## src/rtl/usbw_csr_pkg.sv

```systemverilog
package usbw_csr_pkg;
  localparam int DW     = 32;
  localparam int FILT_W = 4;
  localparam int PORT_W = 5;
  localparam int FADJ_W = 6;
  localparam int NSRC   = 2;

  localparam logic [7:0] OFS_FILT = 8'h30;
  localparam logic [7:0] OFS_PORT = 8'h34;
  localparam logic [7:0] OFS_FADJ = 8'h38;
  localparam logic [7:0] OFS_ENDN = 8'h40;
  localparam logic [7:0] OFS_COH  = 8'h44;
  localparam logic [7:0] OFS_BME  = 8'h48;
  localparam logic [7:0] OFS_CTL  = 8'h60;
  localparam logic [7:0] OFS_STAT = 8'h64;
  localparam logic [7:0] OFS_MASK = 8'h68;
  localparam logic [7:0] OFS_IEN  = 8'h6C;
  localparam logic [7:0] OFS_IDIS = 8'h70;
  localparam logic [7:0] OFS_SPR  = 8'h78;

  localparam logic [FADJ_W-1:0] FADJ_RST = 6'h20;
  localparam logic [NSRC-1:0]   MASK_RST = '1;

  typedef enum logic [3:0] {
    RID_FILT, RID_PORT, RID_FADJ, RID_ENDN, RID_COH, RID_BME,
    RID_CTL, RID_STAT, RID_MASK, RID_IEN, RID_IDIS, RID_SPR, RID_NONE
  } rid_e;
endpackage

```

## src/rtl/usbw_csr_dec.sv

```systemverilog
module usbw_csr_dec
  import usbw_csr_pkg::*;
#(
  parameter int ADDR_W = 8
) (
  input  logic [ADDR_W-1:0] addr,
  output rid_e              rid,
  output logic              hit
);
  always_comb begin
    case (addr)
      ADDR_W'(OFS_FILT): rid = RID_FILT;
      ADDR_W'(OFS_PORT): rid = RID_PORT;
      ADDR_W'(OFS_FADJ): rid = RID_FADJ;
      ADDR_W'(OFS_ENDN): rid = RID_ENDN;
      ADDR_W'(OFS_COH):  rid = RID_COH;
      ADDR_W'(OFS_BME):  rid = RID_BME;
      ADDR_W'(OFS_CTL):  rid = RID_CTL;
      ADDR_W'(OFS_STAT): rid = RID_STAT;
      ADDR_W'(OFS_MASK): rid = RID_MASK;
      ADDR_W'(OFS_IEN):  rid = RID_IEN;
      ADDR_W'(OFS_IDIS): rid = RID_IDIS;
      ADDR_W'(OFS_SPR):  rid = RID_SPR;
      default:           rid = RID_NONE;
    endcase
  end

  assign hit = (rid != RID_NONE);
endmodule

```

## src/rtl/usbw_csr_cfg.sv

```systemverilog
module usbw_csr_cfg
  import usbw_csr_pkg::*;
(
  input  logic              clk,
  input  logic              rst_n,
  input  logic              wr_en,
  input  rid_e              rid,
  input  logic [DW-1:0]     wdata,
  output logic [FILT_W-1:0] filt_q,
  output logic [PORT_W-1:0] port_q,
  output logic [FADJ_W-1:0] fadj_q,
  output logic              endn_q,
  output logic              coh_q,
  output logic              bme_q,
  output logic              ctl_q,
  output logic [DW-1:0]     spr_q
);
  logic [FILT_W-1:0] filt_d;
  logic [PORT_W-1:0] port_d;
  logic [FADJ_W-1:0] fadj_d;
  logic              endn_d, coh_d, bme_d, ctl_d;
  logic [DW-1:0]     spr_d;

  always_comb begin
    filt_d = filt_q;
    port_d = port_q;
    fadj_d = fadj_q;
    endn_d = endn_q;
    coh_d  = coh_q;
    bme_d  = bme_q;
    ctl_d  = ctl_q;
    spr_d  = spr_q;
    if (wr_en) begin
      case (rid)
        RID_FILT: filt_d = wdata[FILT_W-1:0];
        RID_PORT: port_d = wdata[PORT_W-1:0];
        RID_FADJ: fadj_d = wdata[FADJ_W-1:0];
        RID_ENDN: endn_d = wdata[0];
        RID_COH:  coh_d  = wdata[0];
        RID_BME:  bme_d  = wdata[0];
        RID_CTL:  ctl_d  = wdata[0];
        RID_SPR:  spr_d  = wdata;
        default: ;
      endcase
    end
  end

  always_ff @(posedge clk or negedge rst_n) begin
    if (!rst_n) begin
      filt_q <= '0;
      port_q <= '0;
      fadj_q <= FADJ_RST;
      endn_q <= 1'b0;
      coh_q  <= 1'b0;
      bme_q  <= 1'b1;
      ctl_q  <= 1'b0;
      spr_q  <= '0;
    end else begin
      filt_q <= filt_d;
      port_q <= port_d;
      fadj_q <= fadj_d;
      endn_q <= endn_d;
      coh_q  <= coh_d;
      bme_q  <= bme_d;
      ctl_q  <= ctl_d;
      spr_q  <= spr_d;
    end
  end

  AST_FADJ_HOLD: assert property (@(posedge clk) disable iff (!rst_n)
    !(wr_en && rid == RID_FADJ) |=> $stable(fadj_q)) else $error("fadj changed");
endmodule

```

## src/rtl/usbw_csr_irq.sv

```systemverilog
module usbw_csr_irq #(
  parameter int NSRC = 2
) (
  input  logic            clk,
  input  logic            rst_n,
  input  logic [NSRC-1:0] ev_set,
  input  logic            wr_stat,
  input  logic            wr_ien,
  input  logic            wr_idis,
  input  logic [NSRC-1:0] wdata,
  output logic [NSRC-1:0] stat_q,
  output logic [NSRC-1:0] mask_q,
  output logic            irq
);
  logic [NSRC-1:0] stat_d, mask_d;

  for (genvar i = 0; i < NSRC; i++) begin : g_src
    always_comb begin
      stat_d[i] = ev_set[i] | (stat_q[i] & ~(wr_stat & wdata[i]));
      if (wr_ien)       mask_d[i] = mask_q[i] & ~wdata[i];
      else if (wr_idis) mask_d[i] = mask_q[i] | wdata[i];
      else              mask_d[i] = mask_q[i];
    end

    AST_W1C_CLEARS: assert property (@(posedge clk) disable iff (!rst_n)
      (wr_stat && wdata[i] && !ev_set[i]) |=> !stat_q[i]) else $error("w1c");
    AST_SET_WINS: assert property (@(posedge clk) disable iff (!rst_n)
      ev_set[i] |=> stat_q[i]) else $error("set lost");
  end

  always_ff @(posedge clk or negedge rst_n) begin
    if (!rst_n) begin
      stat_q <= '0;
      mask_q <= '1;
    end else begin
      stat_q <= stat_d;
      mask_q <= mask_d;
    end
  end

  assign irq = |(stat_q & ~mask_q);

  AST_MASK_RO: assert property (@(posedge clk) disable iff (!rst_n)
    !$stable(mask_q) |-> $past(wr_ien || wr_idis)) else $error("mask moved");
  AST_EN_CLEARS: assert property (@(posedge clk) disable iff (!rst_n)
    wr_ien |=> ((mask_q & $past(wdata)) == '0)) else $error("enable");
  AST_DIS_SETS: assert property (@(posedge clk) disable iff (!rst_n)
    wr_idis |=> ((mask_q & $past(wdata)) == $past(wdata))) else $error("disable");
endmodule

```

## src/rtl/usbw_csr.sv

```systemverilog
module usbw_csr
  import usbw_csr_pkg::*;
#(
  parameter int ADDR_W = 8
) (
  input  logic              clk,
  input  logic              rst_n,
  input  logic              bus_sel,
  input  logic              bus_we,
  input  logic [ADDR_W-1:0] bus_addr,
  input  logic [DW-1:0]     bus_wdata,
  output logic [DW-1:0]     bus_rdata,
  output logic              bus_err,
  input  logic              ev_addr_err,
  input  logic              ev_host_err,
  output logic [FILT_W-1:0] filt_bypass,
  output logic [PORT_W-1:0] port_ctl,
  output logic [FADJ_W-1:0] frame_adj,
  output logic              big_endian,
  output logic              coherent,
  output logic              bus_master_en,
  output logic              irq
);
  logic rst_s1, rst_sync;
  always_ff @(posedge clk or negedge rst_n) begin
    if (!rst_n) begin
      rst_s1   <= 1'b0;
      rst_sync <= 1'b0;
    end else begin
      rst_s1   <= 1'b1;
      rst_sync <= rst_s1;
    end
  end

  rid_e rid;
  logic hit;
  usbw_csr_dec #(.ADDR_W(ADDR_W)) u_dec (.addr(bus_addr), .rid(rid), .hit(hit));

  logic wr_any;
  assign wr_any = bus_sel && bus_we && rst_sync;

  logic ctl_q;
  logic [DW-1:0] spr_q;
  usbw_csr_cfg u_cfg (
    .clk(clk), .rst_n(rst_n), .wr_en(wr_any), .rid(rid), .wdata(bus_wdata),
    .filt_q(filt_bypass), .port_q(port_ctl), .fadj_q(frame_adj),
    .endn_q(big_endian), .coh_q(coherent), .bme_q(bus_master_en),
    .ctl_q(ctl_q), .spr_q(spr_q)
  );

  logic undef_err;
  assign undef_err = bus_sel && rst_sync && !hit && ctl_q;

  logic [NSRC-1:0] ev_set, stat_q, mask_q;
  assign ev_set = {ev_host_err, ev_addr_err | undef_err};

  usbw_csr_irq #(.NSRC(NSRC)) u_irq (
    .clk(clk), .rst_n(rst_n), .ev_set(ev_set),
    .wr_stat(wr_any && rid == RID_STAT),
    .wr_ien(wr_any && rid == RID_IEN),
    .wr_idis(wr_any && rid == RID_IDIS),
    .wdata(bus_wdata[NSRC-1:0]),
    .stat_q(stat_q), .mask_q(mask_q), .irq(irq)
  );

  logic [DW-1:0] rd_mux, rdata_d;
  logic          err_d;
  always_comb begin
    case (rid)
      RID_FILT: rd_mux = DW'(filt_bypass);
      RID_PORT: rd_mux = DW'(port_ctl);
      RID_FADJ: rd_mux = DW'(frame_adj);
      RID_ENDN: rd_mux = DW'(big_endian);
      RID_COH:  rd_mux = DW'(coherent);
      RID_BME:  rd_mux = DW'(bus_master_en);
      RID_CTL:  rd_mux = DW'(ctl_q);
      RID_STAT: rd_mux = DW'(stat_q);
      RID_MASK: rd_mux = DW'(mask_q);
      RID_SPR:  rd_mux = spr_q;
      default:  rd_mux = '0;
    endcase
    rdata_d = (bus_sel && !bus_we && rst_sync) ? rd_mux : '0;
    err_d   = undef_err;
  end

  always_ff @(posedge clk or negedge rst_n) begin
    if (!rst_n) begin
      bus_rdata <= '0;
      bus_err   <= 1'b0;
    end else begin
      bus_rdata <= rdata_d;
      bus_err   <= err_d;
    end
  end

  AST_ERR_UNDEF_ONLY: assert property (@(posedge clk) disable iff (!rst_n)
    bus_err |-> $past(bus_sel && !hit)) else $error("err");
  AST_WO_READ_ZERO: assert property (@(posedge clk) disable iff (!rst_n)
    (bus_sel && !bus_we && (rid == RID_IEN || rid == RID_IDIS)) |=> (bus_rdata == '0))
    else $error("wo read");
  AST_IRQ_AFTER_EN: assert property (@(posedge clk) disable iff (!rst_n)
    (wr_any && rid == RID_IEN && (bus_wdata[NSRC-1:0] & stat_q) != '0) |=> irq)
    else $error("irq");
  AST_RSP_IDLE: assert property (@(posedge clk) disable iff (!rst_n)
    !$past(bus_sel) |-> (bus_rdata == '0 && !bus_err)) else $error("idle rsp");
endmodule

```

## config.mk

```make
export PLATFORM = sky130hd
export DESIGN_NAME = usbw_csr
export DESIGN_NICKNAME = d
export VERILOG_FILES = /design/src/rtl/usbw_csr_pkg.sv /design/src/rtl/usbw_csr_dec.sv /design/src/rtl/usbw_csr_cfg.sv /design/src/rtl/usbw_csr_irq.sv /design/src/rtl/usbw_csr.sv
export SDC_FILE = /design/constraint.sdc
export NUM_CORES = 1
export LEC_CHECK = 0
export ABC_CLOCK_PERIOD_IN_PS = 3600
export CAP_MARGIN = 15
export CELL_PAD_IN_SITES_DETAIL_PLACEMENT = 0
export CELL_PAD_IN_SITES_GLOBAL_PLACEMENT = 1
export CORE_MARGIN = 10
export CORE_UTILIZATION = 40
export CTS_CLUSTER_DIAMETER = 100
export DETAILED_ROUTE_END_ITERATION = 16
export PLACE_DENSITY_LB_ADDON = 0.1
export SETUP_SLACK_MARGIN = 0.2
export SLEW_MARGIN = 25
export SYNTH_ARGS = -nofsm -noshare
export SYNTH_HDL_FRONTEND = slang
export SYNTH_SLANG_ARGS = --single-unit
```

## constraint.sdc

```tcl
create_clock -name clk -period 3.6 [get_ports clk]
set_input_delay 0.54 -clock clk [delete_from_list [all_inputs] [get_ports clk]]
set_output_delay 0.54 -clock clk [all_outputs]
set_load 0.02 [all_outputs]
```

# Word level (Yosys, flattened, before mapping)
# Cells that the tools add are included.
[classes] mux=7 n_bitwise=17 reduce_logical=23 n_eq_ne=24
[op_table] cell="one-hot mux 32 bit (10 select lines)" n=1
[op_table] cell="== test 8 x 7 -> 1 bit, second input constant" n=9
[op_table] cell="one-hot mux 4 bit (12 select lines)" n=1
[op_table] cell="2-to-1 mux 32 bit" n=1
[op_table] cell="== test 8 x 6 -> 1 bit, second input constant" n=3
[op_table] cell="== test 4 x 3 -> 1 bit, second input constant" n=4
[op_table] cell="== test 4 bit, second input constant" n=4
[op_table] cell="AND reduction 2 bit" n=8
[op_table] cell="logical AND 1 bit" n=10
[op_table] cell="== test 4 x 2 -> 1 bit, second input constant" n=2
[op_table] cell="AND 1 bit" n=6
[op_table] cell="OR 1 bit" n=5
[op_table] cell="== test 4 x 1 -> 1 bit, second input constant" n=1
[op_table] cell="logical NOT 4 bit" n=1
[op_table] cell="2-to-1 mux 1 bit" n=4
[op_table] cell="inequality test 4 bit, second input constant" n=1
[op_table] cell="inverter 1 bit" n=4
[op_table] cell="AND 2 bit" n=1
[op_table] cell="logical NOT 1 bit" n=2
[op_table] cell="inverter 2 bit" n=1
[op_table] cell="nonzero test 2 bit" n=1
[op_table] cell="OR reduction 2 bit" n=1
[totals] reg_bits=90 inputBits=46 wordCells=85

# Longest topological paths before layout
[logic_depth] depth_word=8 mapped_depth=10

# Modules after synthesis
# Synthesis repeated with hierarchy kept, for this count alone.
[unflattened] hier_cells=292 hier_area_um2=3883.7
[modules_own_cells] mod="usbw_csr_cfg" seq_area_each_um2=1278.7 instances=1 cells_each=118 area_per_inst_um2=1999.4
[modules_own_cells] mod="usbw_csr" seq_area_each_um2=875.8 instances=1 cells_each=126 area_per_inst_um2=1512.7
[modules_own_cells] mod="usbw_csr_dec" seq_area_each_um2=0.0 instances=1 cells_each=33 area_per_inst_um2=212.7
[modules_own_cells] mod="usbw_csr_irq" seq_area_each_um2=102.6 instances=1 cells_each=15 area_per_inst_um2=158.9

# Worst setup path after synthesis
# Ideal clock, no wire load.
[synth_path] path_type="in2reg" start="in bus_addr[2]" end="reg u_cfg.spr_q[10]" t_arrival_ns=2.431 required_time_ns=3.473 path_stages=8 path_slack_ns=1.041 n_path_buf=3 setup_ns=0.127 cell_sequence="or4b_1 nor4_4 or3_1 buf_2 and4_1 buf_4 buf_6 mux2_1"
[synth_via] elab_chain_len=4 elab_cells_between_ends=15 cone_classes="eq/ne: 13; mux: 1; reduce/logical: 1"
[synth_rtl] item="from (decl)" line="usbw_csr.sv:10" text="input logic [ADDR_W-1:0] bus_addr,"
[synth_rtl] item="== test 8 x 7 -> 1 bit / == test 8 x 6 -> 1 bit (equally long branches)" line="usbw_csr_dec.sv:11" text="case (addr)"
[synth_rtl] item="one-hot mux 4 bit (12 select lines) *" line="usbw_csr_dec.sv:11"
[synth_rtl] item="== test 4 bit *" line="usbw_csr_cfg.sv:34" text="case (rid)"
[synth_rtl] item="AND reduction 2 bit (no source line) *"
[synth_rtl] item="to (signal assigned)" line="usbw_csr_cfg.sv:66" text="spr_q <= spr_d;"
[synth_rtl] item="to (decl)" line="usbw_csr_cfg.sv:16" text="output logic [DW-1:0] spr_q"
# Mark *: on every way between the ends. The rest lies on a longest branch, timed or not.
# A chain may end at the register's enable or synchronous reset.

# Worst setup path in the final report
[layout_path] start="in bus_addr[2]" end="reg bus_rdata[11]"
[layout_via] elab_chain_len=5 elab_cells_between_ends=25 cone_classes="eq/ne: 21; mux: 3; reduce/logical: 1"
[layout_rtl] item="== test 8 x 7 -> 1 bit / == test 8 x 6 -> 1 bit (equally long branches)" line="usbw_csr_dec.sv:11"
[layout_rtl] item="one-hot mux 4 bit (12 select lines) *" line="usbw_csr_dec.sv:11"
[layout_rtl] item="== test 4 bit (tied with other cells)" line="usbw_csr.sv:69" text="case (rid)"
[layout_rtl] item="one-hot mux 32 bit (10 select lines) *" line="usbw_csr.sv:69"
[layout_rtl] item="2-to-1 mux 32 bit *" line="usbw_csr.sv:82" text="rdata_d = (bus_sel && !bus_we && rst_sync) ? rd_mux : '0;"
[layout_rtl] item="via rdata_d[11]" line="usbw_csr.sv:66" text="logic [DW-1:0] rd_mux, rdata_d;"
[layout_rtl] item="to (signal assigned)" line="usbw_csr.sv:91" text="bus_rdata <= rdata_d;"
[layout_rtl] item="to (decl)" line="usbw_csr.sv:12" text="output logic [DW-1:0] bus_rdata,"
# Mark *: on every way through the listed nets, which the timed path passes. The rest lies on a longest branch.

==> summary.md <==
| Metric | Value |
|---|---|
| Status | `completed` |
| Num ports | `98` |
| Clk_lat worst skew | `360 ps` |
| Distinct cells, synth | `50` |
| Starting DRT DRC Count | `93` |
| H-tree levels | `3` |
| Die area | `0.01383 sq mm` |
| R2r setup slk | `1780 ps` |
| Core area | `0.009240 sq mm` |
| Max Freq | `0.3407 GHz` |
| Fin. max-slew vios | `0` |
| Vias in the first global route | `2737` |
| # rows | `35` |
| DP Cell Count | `505` |
| CTS buffer count | `9` |
| Buf/Inv on CP | `1` |
| Fin. Hold Viols | `0` |
| Seq/Total Area, Yosys | `0.5926` |
| Vias | `2570` |
| Post-Layout Cell Count | `520` |
| Global-route wire length before repair | `15130 microns` |
| Routed len/inst | `17.57 microns` |
| Worst Tran Pin Value | `796.6 ps` |
| Switching portion of total power | `0.2487` |
| Max Cap Viol | `0` |
| Slew HR | `0.4689` |
| Diode count | `0` |
| Clock share of power | `0.352` |
| Leakage | `2.310 nW` |
| CP Launch Type | `input port` |
| Layout filler cell count | `818` |
| Initial Util | `0.4122` |
| Critical R2R Launch | `rst_sync` |
| Worst Path Max Fanout | `26` |
| Comb pwr share | `0.075` |
| PwrDens | `349.9 mW/mm^2` |
| Post-synth EDFFs | `0` |
| Largest net degree at the start of global routing | `89` |
| CTS Sinks | `90` |
| PortBufs | `97` |
| Share of post-route cells with drive strength above 1 | `0.1432` |
| Initial DRT Pass Iterations | `4` |
| CP Class | `in2reg` |
| Minimum clock period | `2935 ps` |
| Die H | `117.6 microns` |
| Slowest-stage cell, CP | `or4b_1` |
| Hold buffers post-CTS | `0` |
| P_sw | `0.4428 mW` |
| Register bit count reported by yosys | `90` |
| Final setup TNS | `0 ps` |
| Die X | `117.6 microns` |
| DRC viols | `0` |
| Crit-path cells | `clkdlybuf4s50_1 > or4b_1 > nor3_1 > or3_1 > and3_1 > and2b_4 > and2_1` |
| Sequential power share | `0.573` |
| Synthesized Nets | `332` |
| RR Endpoint | `u_cfg.spr_q[15]` |
| Setup violators final | `0` |
| HPWL Detailed | `6501 microns` |
| Root buffer cell | `clkbuf_8` |
| CTS Buffer Depth | `2` |
| Total Wirelength | `9135 microns` |
| Layout Nets | `433` |
| Post_cts resized | `0` |
| RSZ-0062 raised after global routing | `false` |
| Avg Inst Size Synth | `13.32 sq um` |
| Post-CTS Setup Repair Bufs | `0` |
| VDD IR max | `184.3 uV` |
| Req. time, crit path | `3900 ps` |
| Mapped Area | `0.003809 sq mm` |
| ANT nets after route | `0` |
| Int Power | `1.338 mW` |
| Antenna violations before repair | `0` |
| Worst Path Arrival | `3240 ps` |
| Worst Hold Class | `in2async` |
| Post-synthesis async set-or-reset flop share | `1.000` |
| Final setup skew | `7.116 ps` |
| Crit path max-delay family | `simple AND/OR/NAND/NOR gates` |
| Gr usage total | `0.1363` |
| Crit. Startpoint | `bus_addr[2]` |
| Register-to-Register Path Depth | `4` |
| Period utilisation layout | `0.8154` |
| Gp weighted congestion | `0.8667` |
| Gr ovfl total | `0` |
| Synth Flop Type | `dfrtp_1` |
| Critical Path Max Stage Delay | `680 ps` |
| Area Growth Syn to Fin | `33.61%` |
| CTS tree | `done` |
| Warnings from Yosys | `0` |
| Worst-path clk slew | `90 ps` |
| Cells after Synth | `286` |
| Avg Vias per Cell | `4.942` |
| Setup crit end kind | `flip-flop` |
==> Yosys cell counts, types with 2 or more instances <==
cell      number  share of area
a211oi_1       3         0.0059
a21oi_1        6         0.0079
a222oi_1       2         0.0053
a22o_1         2         0.0046
a22oi_1        3         0.0059
a311oi_1       2         0.0046
a41oi_1        2         0.0046
and2_1        26          0.043
and3_1         3         0.0049
and3b_1        2         0.0046
buf_2          5         0.0066
buf_4          4         0.0079
buf_6          5          0.015
clkbuf_1       3         0.0030
dfrtp_1       86           0.57
dfstp_2        4          0.028
inv_1          3         0.0030
mux2_1        34           0.10
mux2_2        17          0.050
mux2i_1        2         0.0053
nand2_1       11          0.011
nand2b_1       2         0.0033
nand3_1        5         0.0066
nand4_1        4         0.0066
nor2_1         9         0.0089
nor2b_1        2         0.0033
nor3_1        10          0.013
nor4_4         2          0.011
or3_1          5         0.0082
or4b_4         2         0.0072
==> per-layer routing <==
layer / routed length [microns] / vias to the layer above / track usage
li1: - / 1216 / -
met1: 4269 / 1267 / 0.1813
met2: 4132 / 77 / 0.1951
met3: 615 / 10 / 0.05372
met4: 117 / 0 / 0.04946
met5: 0 / - / 0
==> stage by stage <==
step	hold slack [ps]	total power [mW]	utilization	area (sq um)	setup WS (ps)
2_1_floorplan	244.4	1.080	-	3809	1041
3_3_place_gp	332.1	1.176	0.5308	4905	341.9
3_5_place_dp	335.8	1.176	0.5312	4908	279.3
4_1_cts	267.2	1.809	0.5507	5089	655.9
5_1_grt	263.1	1.868	0.5507	5089	491.3
6_report	197.6	1.781	0.5507	5089	664.5
==> kinds of logic (layout without fill, tap and decap cells) <==
group,count (synthesis),after routing,share of synthesized area
simple gates,91,91,0.1524
flops,90,90,0.5926
xor+xnor,2,2,0.004600
buf+inv,20,125,0.03515
mux,53,53,0.1560
other cells,1,1,0.0009846
compound gates,29,29,0.05815
==> worst max-delay path by stage <==
| stage | endpoint | slack [ps] | cells past startpoint |
|---|---|---|---|
| 2_1_floorplan | u_cfg.spr_q[10] | 1040 | 8 |
| 3_5_place_dp | bus_rdata[29] | 280 | 7 |
| 4_1_cts | bus_rdata[15] | 660 | 7 |
| 6_report | bus_rdata[11] | 660 | 7 |
| 5_1_grt | u_cfg.filt_q[1] | 490 | 7 |
| 3_3_place_gp | bus_rdata[18] | 340 | 7 |
==> cell usage in the layout, fill, tap and decap left out, drive strengths merged, types with 5 or more instances in the layout <==
cell type	n
clkbuf	9
nand3	5
or3	5
nor2	9
and2	26
nor3	10
buf	11
a21oi	6
dfrtp	86
mux2	51
clkdlybuf4s50	96
nand2	11
==> cell type report <==
type / instances / area (sq um) / area share
inverter: 3 / 11.26 / 0.002213
tap: 129 / 161.4 / 0.03172
timing repair buffer: 107 / 1060 / 0.2083
clock buffer: 9 / 123.9 / 0.02434
sequential: 90 / 2257 / 0.4436
clock inverter: 6 / 56.30 / 0.01106
multi-input combinational: 176 / 1419 / 0.2788
==> sequential cells by signal, summed over array words and instances (netlist names), 2 cells and up, named ones only <==
register      count
bus_rdata        32
u_cfg.fadj_q      6
u_cfg.filt_q      4
u_cfg.port_q      5
u_cfg.spr_q      32
u_irq.stat_q      2
==> power by group through the flow <==
stage	combinational (mW)	clock, mW	sequential (mW)
after floorplan	0.0348	0	1.05
after global placement	0.136	0	1.04
after detailed placement	0.136	0	1.04
after CTS	0.137	0.652	1.02
after global routing	0.147	0.700	1.02
final	0.134	0.626	1.02
Note: power is estimated with default switching activity, not from simulation.
